==> config.mk <==
export PLATFORM = sky130hd
export DESIGN_NAME = flag_gen
export DESIGN_NICKNAME = d
export VERILOG_FILES = /design/src/rtl/flag_gen_pkg.sv /design/src/rtl/flag_size_dec.sv /design/src/rtl/flag_arith.sv /design/src/rtl/flag_result.sv /design/src/rtl/flag_gen.sv
export SDC_FILE = /design/constraint.sdc
export NUM_CORES = 1
export LEC_CHECK = 0
export BUFFER_PORTS_ARGS = -buffer_cell sky130_fd_sc_hd__buf_4
export CORE_UTILIZATION = 50
export CTS_CLUSTER_SIZE = 25
export DETAILED_ROUTE_END_ITERATION = 10
export PLACE_DENSITY = 0.82
export SYNTH_ARGS = -nofsm -noshare
export SYNTH_HDL_FRONTEND = slang
export SYNTH_SLANG_ARGS = --single-unit
==> constraint.sdc <==
create_clock -name clk_i -period 1.51 [get_ports clk_i]
set_input_delay 0.151 -clock clk_i [delete_from_list [all_inputs] [get_ports clk_i]]
set_output_delay 0.151 -clock clk_i [all_outputs]
set_load 0.005 [all_outputs]
==> src/rtl/flag_gen_pkg.sv <==
package flag_gen_pkg;
  typedef enum logic [1:0] {OP_ADD = 2'b00, OP_SUB = 2'b01, OP_LOGIC = 2'b10, OP_SHIFT = 2'b11} op_class_e;
  typedef enum logic [1:0] {SZ_8 = 2'b00, SZ_16 = 2'b01, SZ_32 = 2'b10, SZ_WIDE = 2'b11} op_size_e;
  localparam int FLAGS_W   = 16;
  localparam int CF_POS    = 0;
  localparam int ONE_POS   = 1;
  localparam int PF_POS    = 2;
  localparam int AF_POS    = 4;
  localparam int ZF_POS    = 6;
  localparam int SF_POS    = 7;
  localparam int OF_POS    = 11;
  localparam logic [FLAGS_W-1:0] FLAGS_RST = 16'h0002;
endpackage

==> src/rtl/flag_size_dec.sv <==
module flag_size_dec
  import flag_gen_pkg::*;
#(
  parameter int DATA_W = 32
) (
  input  op_size_e          size_i,
  output logic [DATA_W-1:0] mask_o,
  output logic [DATA_W-1:0] msb_o
);
  localparam int W8  = (DATA_W < 8)  ? DATA_W : 8;
  localparam int W16 = (DATA_W < 16) ? DATA_W : 16;
  localparam logic [DATA_W:0] ONE = {{DATA_W{1'b0}}, 1'b1};
  localparam logic [DATA_W:0] M8  = (ONE << W8) - ONE;
  localparam logic [DATA_W:0] M16 = (ONE << W16) - ONE;

  always_comb begin
    unique case (size_i)
      SZ_8:    begin mask_o = M8[DATA_W-1:0];  msb_o = ONE[DATA_W-1:0] << (W8 - 1);     end
      SZ_16:   begin mask_o = M16[DATA_W-1:0]; msb_o = ONE[DATA_W-1:0] << (W16 - 1);    end
      default: begin mask_o = '1;              msb_o = ONE[DATA_W-1:0] << (DATA_W - 1); end
    endcase
  end
endmodule

==> src/rtl/flag_arith.sv <==
module flag_arith
  import flag_gen_pkg::*;
#(
  parameter int DATA_W = 32
) (
  input  logic              sub_i,
  input  logic [DATA_W-1:0] a_i,
  input  logic [DATA_W-1:0] b_i,
  input  logic              cin_i,
  input  logic [DATA_W-1:0] res_i,
  input  logic [DATA_W-1:0] mask_i,
  input  logic [DATA_W-1:0] msb_i,
  output logic              cf_o,
  output logic              af_o,
  output logic              of_o
);
  logic [DATA_W:0] a_ext, b_ext, full;
  logic            sa, sb, sr;

  assign a_ext = {1'b0, a_i & mask_i};
  assign b_ext = {1'b0, b_i & mask_i};
  // a borrow sign-extends past the size boundary, so one tap serves both
  assign full  = sub_i ? (a_ext - b_ext - {{DATA_W{1'b0}}, cin_i})
                       : (a_ext + b_ext + {{DATA_W{1'b0}}, cin_i});
  assign cf_o  = |(full[DATA_W:1] & msb_i);
  assign af_o  = a_i[4] ^ b_i[4] ^ res_i[4];
  assign sa    = |(a_i & msb_i);
  assign sb    = |(b_i & msb_i);
  assign sr    = |(res_i & msb_i);
  assign of_o  = ((sa ^ sb) == sub_i) && (sr != sa);
endmodule

==> src/rtl/flag_result.sv <==
module flag_result #(
  parameter int DATA_W = 32
) (
  input  logic [DATA_W-1:0] res_i,
  input  logic [DATA_W-1:0] mask_i,
  input  logic [DATA_W-1:0] msb_i,
  output logic              zf_o,
  output logic              sf_o,
  output logic              pf_o
);
  assign zf_o = ~|(res_i & mask_i);
  assign sf_o = |(res_i & msb_i);
  assign pf_o = ~^res_i[7:0];
endmodule

==> src/rtl/flag_gen.sv <==
module flag_gen
  import flag_gen_pkg::*;
#(
  parameter int DATA_W = 32
) (
  input  logic                clk_i,
  input  logic                rst_ni,
  input  logic                valid_i,
  input  logic [1:0]          op_i,
  input  logic [1:0]          size_i,
  input  logic [DATA_W-1:0]   a_i,
  input  logic [DATA_W-1:0]   b_i,
  input  logic                carry_i,
  input  logic [DATA_W-1:0]   result_i,
  input  logic [FLAGS_W-1:0]  flags_in_i,
  output logic [FLAGS_W-1:0]  flags_o
);
  op_class_e          op;
  logic [DATA_W-1:0]  mask, msb;
  logic               ar_cf, ar_af, ar_of, zf, sf, pf;
  logic [FLAGS_W-1:0] nxt, flags_q;

  assign op = op_class_e'(op_i);

  flag_size_dec #(.DATA_W(DATA_W)) u_dec (
    .size_i (op_size_e'(size_i)), .mask_o(mask), .msb_o(msb));

  flag_arith #(.DATA_W(DATA_W)) u_arith (
    .sub_i(op == OP_SUB), .a_i(a_i), .b_i(b_i), .cin_i(carry_i), .res_i(result_i),
    .mask_i(mask), .msb_i(msb), .cf_o(ar_cf), .af_o(ar_af), .of_o(ar_of));

  flag_result #(.DATA_W(DATA_W)) u_res (
    .res_i(result_i), .mask_i(mask), .msb_i(msb), .zf_o(zf), .sf_o(sf), .pf_o(pf));

  always_comb begin
    nxt          = flags_in_i;
    nxt[ONE_POS] = 1'b1;
    nxt[ZF_POS]  = zf;
    nxt[SF_POS]  = sf;
    nxt[PF_POS]  = pf;
    unique case (op)
      OP_ADD, OP_SUB: begin
        nxt[CF_POS] = ar_cf;
        nxt[AF_POS] = ar_af;
        nxt[OF_POS] = ar_of;
      end
      OP_LOGIC: begin
        nxt[CF_POS] = 1'b0;
        nxt[OF_POS] = 1'b0;
      end
      default: nxt[CF_POS] = carry_i;
    endcase
  end

  always_ff @(posedge clk_i or negedge rst_ni) begin
    if (!rst_ni)      flags_q <= FLAGS_RST;
    else if (valid_i) flags_q <= nxt;
  end

  assign flags_o = flags_q;

  a_r1_hold: assert property (@(posedge clk_i) disable iff (!rst_ni)
    !valid_i |=> $stable(flags_o));
  a_r11_bit1_set: assert property (@(posedge clk_i) disable iff (!rst_ni)
    flags_o[ONE_POS]);
  a_r11_upper_pass: assert property (@(posedge clk_i) disable iff (!rst_ni)
    valid_i |=> flags_o[15:12] == $past(flags_in_i[15:12]));
  a_r8_low_parity: assert property (@(posedge clk_i) disable iff (!rst_ni)
    valid_i |=> flags_o[PF_POS] == ~^$past(result_i[7:0]));
  a_r10_logic_clear: assert property (@(posedge clk_i) disable iff (!rst_ni)
    valid_i && op_i == 2'b10 |=> !flags_o[CF_POS] && !flags_o[OF_POS]);
  a_r4_shift_carry: assert property (@(posedge clk_i) disable iff (!rst_ni)
    valid_i && op_i == 2'b11 |=> flags_o[CF_POS] == $past(carry_i)
      && flags_o[OF_POS] == $past(flags_in_i[OF_POS]));
endmodule

# Word level (Yosys, flattened, before mapping)
# Cells that the tools add are included.
# word_totals
reg_bits	15
inputBits	120
output_inout_bits	16
elab_cells	37
# classes
addsub	4
n_eq_ne	5
muxes	6
bitwise	10
reduce_logical	11
# op_table
operator	count
32-bit bitwise AND	7
32-bit OR reduction	5
32-bit case mux with 2 select lines	2
32-bit by 32-bit adder with 33-bit output	1
33-bit by 1-bit adder with 33-bit output	1
33-bit 2-to-1 mux	1
32-bit by 32-bit subtractor with 33-bit output	1
33-bit by 1-bit subtractor with 33-bit output	1
8-bit XNOR reduction	1
2-bit by 1-bit equality test with 1-bit output, second input constant	2
2-bit zero test	2
1-bit case mux with 2 select lines	2
1-bit XOR	3
2-bit equality test, second input constant	1
2-bit OR reduction	1
1-bit equality test	1
1-bit logical AND	1
1-bit zero test	1
1-bit 2-to-1 mux	1
1-bit != test	1

# Logic depth before layout (Yosys ltp)
# logic_depth
ltp_word	9
mapped_depth	14
depth_no_buf	12

# Modules after synthesis
# Synthesis repeated with hierarchy kept, for this count alone.
# hier_totals
hier_cells	1006
area_unflattened_um2	7204.4
# modules_own_cells
mod	instances	cells_per_inst	area_each_um2	seq_area_each_um2
flag_arith	1	848	5715.5	0.0
flag_gen	1	43	635.6	375.4
flag_size_dec	1	66	478.0	0.0
flag_result	1	49	375.4	0.0

# Least setup slack after synthesis
# Ideal clock, no wire load.
# synth_path
path_type	input to register
start	input size_i[1]
end	register flags_q[0] (netlist: flags_o[0])
setup_time_ns	0.080
arrival_time_ns	2.701
required_ns	1.430
path_slack_ns	-1.271
cell_stages	14
path_buffers	2
path_cell_list	or2_2 clkbuf_1 clkbuf_1 and2_1 ha_1 inv_1 ha_1 a21oi_1 o21ai_0 a21oi_1 a21oi_2 or3_1 and3_4 o211ai_2
# synth_between
elab_chain_cells	9
word_cells_on_any_way	14
classes_between	add/sub: 4; eq/ne: 1; mux: 4; bitwise: 3; reduce/logical: 2
# synth_rtl
item	line_no	text
from (decl)	flag_gen.sv:10	input logic [1:0] size_i,
2-bit by 1-bit equality test with 1-bit output or 2-bit zero test (tied branches)	flag_size_dec.sv:17	unique case (size_i)
32-bit case mux with 2 select lines	flag_size_dec.sv:17	
32-bit bitwise AND, on equally long branches	flag_arith.sv:20, flag_arith.sv:21	
32-bit by 32-bit adder with 33-bit output or 32-bit by 32-bit subtractor with 33-bit output (tied branches)	flag_arith.sv:24, flag_arith.sv:23	
33-bit by 1-bit adder with 33-bit output or 33-bit by 1-bit subtractor with 33-bit output (tied branches)	flag_arith.sv:24, flag_arith.sv:23	
33-bit 2-to-1 mux	flag_arith.sv:23	assign full = sub_i ? (a_ext - b_ext - {{DATA_W{1'b0}}, cin_i})
32-bit bitwise AND *	flag_arith.sv:25	assign cf_o = |(full[DATA_W:1] & msb_i);
32-bit OR reduction *	flag_arith.sv:25	
1-bit case mux with 2 select lines *	flag_gen.sv:41	unique case (op)
to (signal assigned)	flag_gen.sv:57	else if (valid_i) flags_q <= nxt;
to (decl)	flag_gen.sv:21	logic [FLAGS_W-1:0] nxt, flags_q;
# Every way passes the cells marked *; elsewhere a longest branch is shown, timed or not.
# A chain may end at the register's enable or synchronous reset.

# Worst setup path after layout
# Ends and elaborated chain as after synthesis.

==> summary.md <==
| Metric | Value |
|---|---|
| Cell taking the most area after synthesis | ha_1 |
| Total clock buffers created by CTS | 3 |
| Clk sink count | 15 |
| Async S/R FF share, synth | 100.0% |
| Post-synth EDFFs | 0 |
| CP arrival | roughly 2.5 ns |
| FILL cells | ~350 |
| Setup crit end kind | flip-flop |
| Port bufs | between 100 and 150 |
| H-tree Lvls | 1 |
| Worst IR Drop VDD | 0.6031 mV |
| Period utilisation layout | 160.5% |
| Clock latency on the worst-skew pair | around 0.25 ns |
| Final non-filler cell total | a little over 700 |
| Fin area | about 5500 sq um |
| Multi-input gate area | around 3000 sq um |
| Final hold violations | 0 |
| Setup WS post-layout | -0.9130 ns |
| Die area | between 6000 and 7000 sq um |
| Power share of the combinational group | approximately 69% |
| FF+latch count, synth | 15 |
| Via density per instance | 5.504 |
| CTS tree | yes |
| Initial Utilization | 52.16% |
| Cell count after synthesis | 440 |
| DRT antenna net count | 0 |
| GPL Wtd Cong | roughly 0.87 |
| Hold Crit Class | in2reg |
| Clock power frac | ~13% |
| Setup TNS | -0.9130 ns |
| Net Switching | just over 1 mW |
| Post-Place Cell Area | approximately 5000 sq um |
| Peak Freq | 0.4127 GHz |
| Placed insts | about 700 |
| Die W | 83.62 um |
| Sequential share of the synthesized area | 11.27% |
| DR pass1 iterations | 5 |
| Maximum number of pins on one net before global-route repair | 18 |
| Post-Synth Adder-Cell Area | approximately 36% |
| Post-synthesis net count | about 660 |
| Ports | between 100 and 150 |
| Int Power | 1.644 mW |
| Grt total ovfl | 0 |
| Syn Std Cell Area | 3331 sq um |
| CORE AREA | approximately 6400 sq um |
| FF+latch area | between 300 and 400 sq um |
| CP Class | in2reg |
| Failing checks | setup timing |
| Top FF cell, synth | dfrtp_1 |
| Max-slew violation count | 0 |
| Req. time, crit path | between 1.5 and 2 ns |
| Longest Clk Path Bufs | 2 |
| Status | complete, but fails checks |
| Clock root buffer | clkbuf_8 |
| Sw Ratio | a little under two fifths |
| Post-synth top cells | inv_1 (105), ha_1 (97), nand2_1 (41) |
| Count of cell types in the netlist | 45 |
| Row cnt | 29 |
| First-pass GRT wire length | about 19000 um |
| Final core utilization | around 86% |
| Compound-cell area share of the yosys netlist | 13.30% |
| Final clock skew | 0 ns |
| Overall power | 2.665 mW |
| Vias after detailed routing | 3924 |
| Crit Path Max Fanout | 9 |
| # diodes | 0 |
| Largest family of logic cells by synthesized area | adder cells |
| Detail Placement HPWL | 8462 um |
| Setup violators final | 1 |
| Drt total wl | about 12000 um |
| Clk slew on worst S/H paths | approximately 0.07 ns |
| Number of flip-flops under the largest register name | 15 |
| Yosys warning count | 0 |
| Max Cap Viol | 0 |
| Hold WS | 0.1293 ns |
| Avg Cell Area, Syn | roughly 7.6 sq um |
| Final Critical Period | approximately 2.4 ns |
| Area contributors post-synth | ha_1 (36%), inv_1 (12%), dfrtp_1 (11%), nand2_1 (4.6%), and2_1 (4.5%) |
| Initial DRC count | around 210 |
| Layout cell share with drive strength beyond 1 | between 40% and 50% |
| Mux contribution to synthesized area | slightly below 5% |
| Seq pwr share | around 18% |
| Nets@finish | 854 |
| Post-Synth Simple-Gate Area | 19.12% |
| DRC | 0 |
| Pre-CTS setup slack | -1.230 ns |
| Die Y | 83.62 um |
| Routed wire per std cell | between 15 and 20 um |
| XOR/XNOR Fraction of Synth Area | 1.841% |
| Layout area overhead | 64.35% |
| Yosys top cell area share | a little over a third |
| Most frequent cell after synthesis | inv_1 |
| Vias in the first global route | ~4200 |
| Initial antenna violation count | 0 |
| Gr usage total | 33.95% |
| PD cells | about 490 nW/um^2 |
| Leakage | 2.998 nW |
| RSZ-0062 raised after global routing | true |
| Critical Path Source Type | input pin |
power by group through the flow:
stage | clock network, mW | logic, mW | registers (mW)
floorplan | 0 | 0.801 | 0.491
global placement | 0 | 1.45 | 0.488
detailed placement | 0 | 1.54 | 0.490
CTS | 0.337 | 1.71 | 0.484
global route | 0.355 | 1.99 | 0.491
finish | 0.334 | 1.85 | 0.485
timing repair:
action / 4_1_cts / 5_1_grt
gates cloned: 3 / 0
setup buffers: 5 / 1
gates resized for setup: 40 / 14
endpoints found under the hold margin: 15 / 0
pin swaps: 25 / 6
hold buffers: 1 / 0
setup endpoints to repair: 1 / 1
final timing paths:
kind | slack (ns) | to | cells past startpoint | from
setup / recovery | -0.91 | flags_o[0] | 11 | size_i[1]
hold / removal | 0.13 | flags_o[8] | 2 | flags_in_i[8]
setup reg to reg | 0.07 | flags_o[0] | 5 | flags_o[0]
hold reg to reg | 0.51 | flags_o[2] | 1 | flags_o[2]
max in group asynchronous | 1.02 | flags_o[12] | 2 | rst_ni
min in group asynchronous | 0.30 | flags_o[11] | 2 | rst_ni
final cells by class:
| type | instances | share of cell area [%] |
|---|---|---|
| timing repair buffer | 200 | 28.80 |
| multi-input combinational | 312 | 54.49 |
| clock buffer | 3 | 0.7543 |
| clock inverter | 1 | 0.09143 |
| sequential | 15 | 6.857 |
| tap | 77 | 1.760 |
| inverter | 105 | 7.246 |
layout by cell type, fill, tap and decap left out, types with 8 or more instances in the layout:
cell / synthesis / routed
buf_4: 1 / 193
inv_1: 105 / 96
ha_1: 97 / 71
nand2_1: 41 / 34
ha_4: 0 / 26
a21oi_1: 24 / 18
and2_4: 0 / 16
dfrtp_1: 15 / 15
mux2_2: 12 / 12
nor4_1: 13 / 11
nor2_1: 11 / 10
o21ai_0: 15 / 9
inv_2: 0 / 8
and2_1: 24 / 8
cells by family after synthesis:
family | after synthesis
other | 1
flip-flops | 15
XOR/XNOR | 7
AO/OA/AOI/OAI | 70
buffers and inverters | 114
adder cells (fa/ha/maj) | 97
multiplexers | 15
AND/OR/NAND/NOR | 121
worst max-delay path: stages:
cell	delay [ns]
buf_12	0.13
or2_4	0.28
buf_4	0.15
nand2_2	0.08
ha_1	0.27
nor4_2	0.42
nand2_1	0.16
a221o_1	0.35
and3_1	0.20
o221ai_1	0.22
o211ai_2	0.13
metal layers:
layer / vias to the layer above / part of all wire (%) / GRT usage (%)
li1: 1852 / - / -
met1: 1869 / 39 / 38.29
met2: 164 / 54 / 65.04
met3: 39 / 4.5 / 4.154
met4: 0 / 2.9 / 11.40
met5: - / 0 / 0
Power figures use the tool's default switching activity.
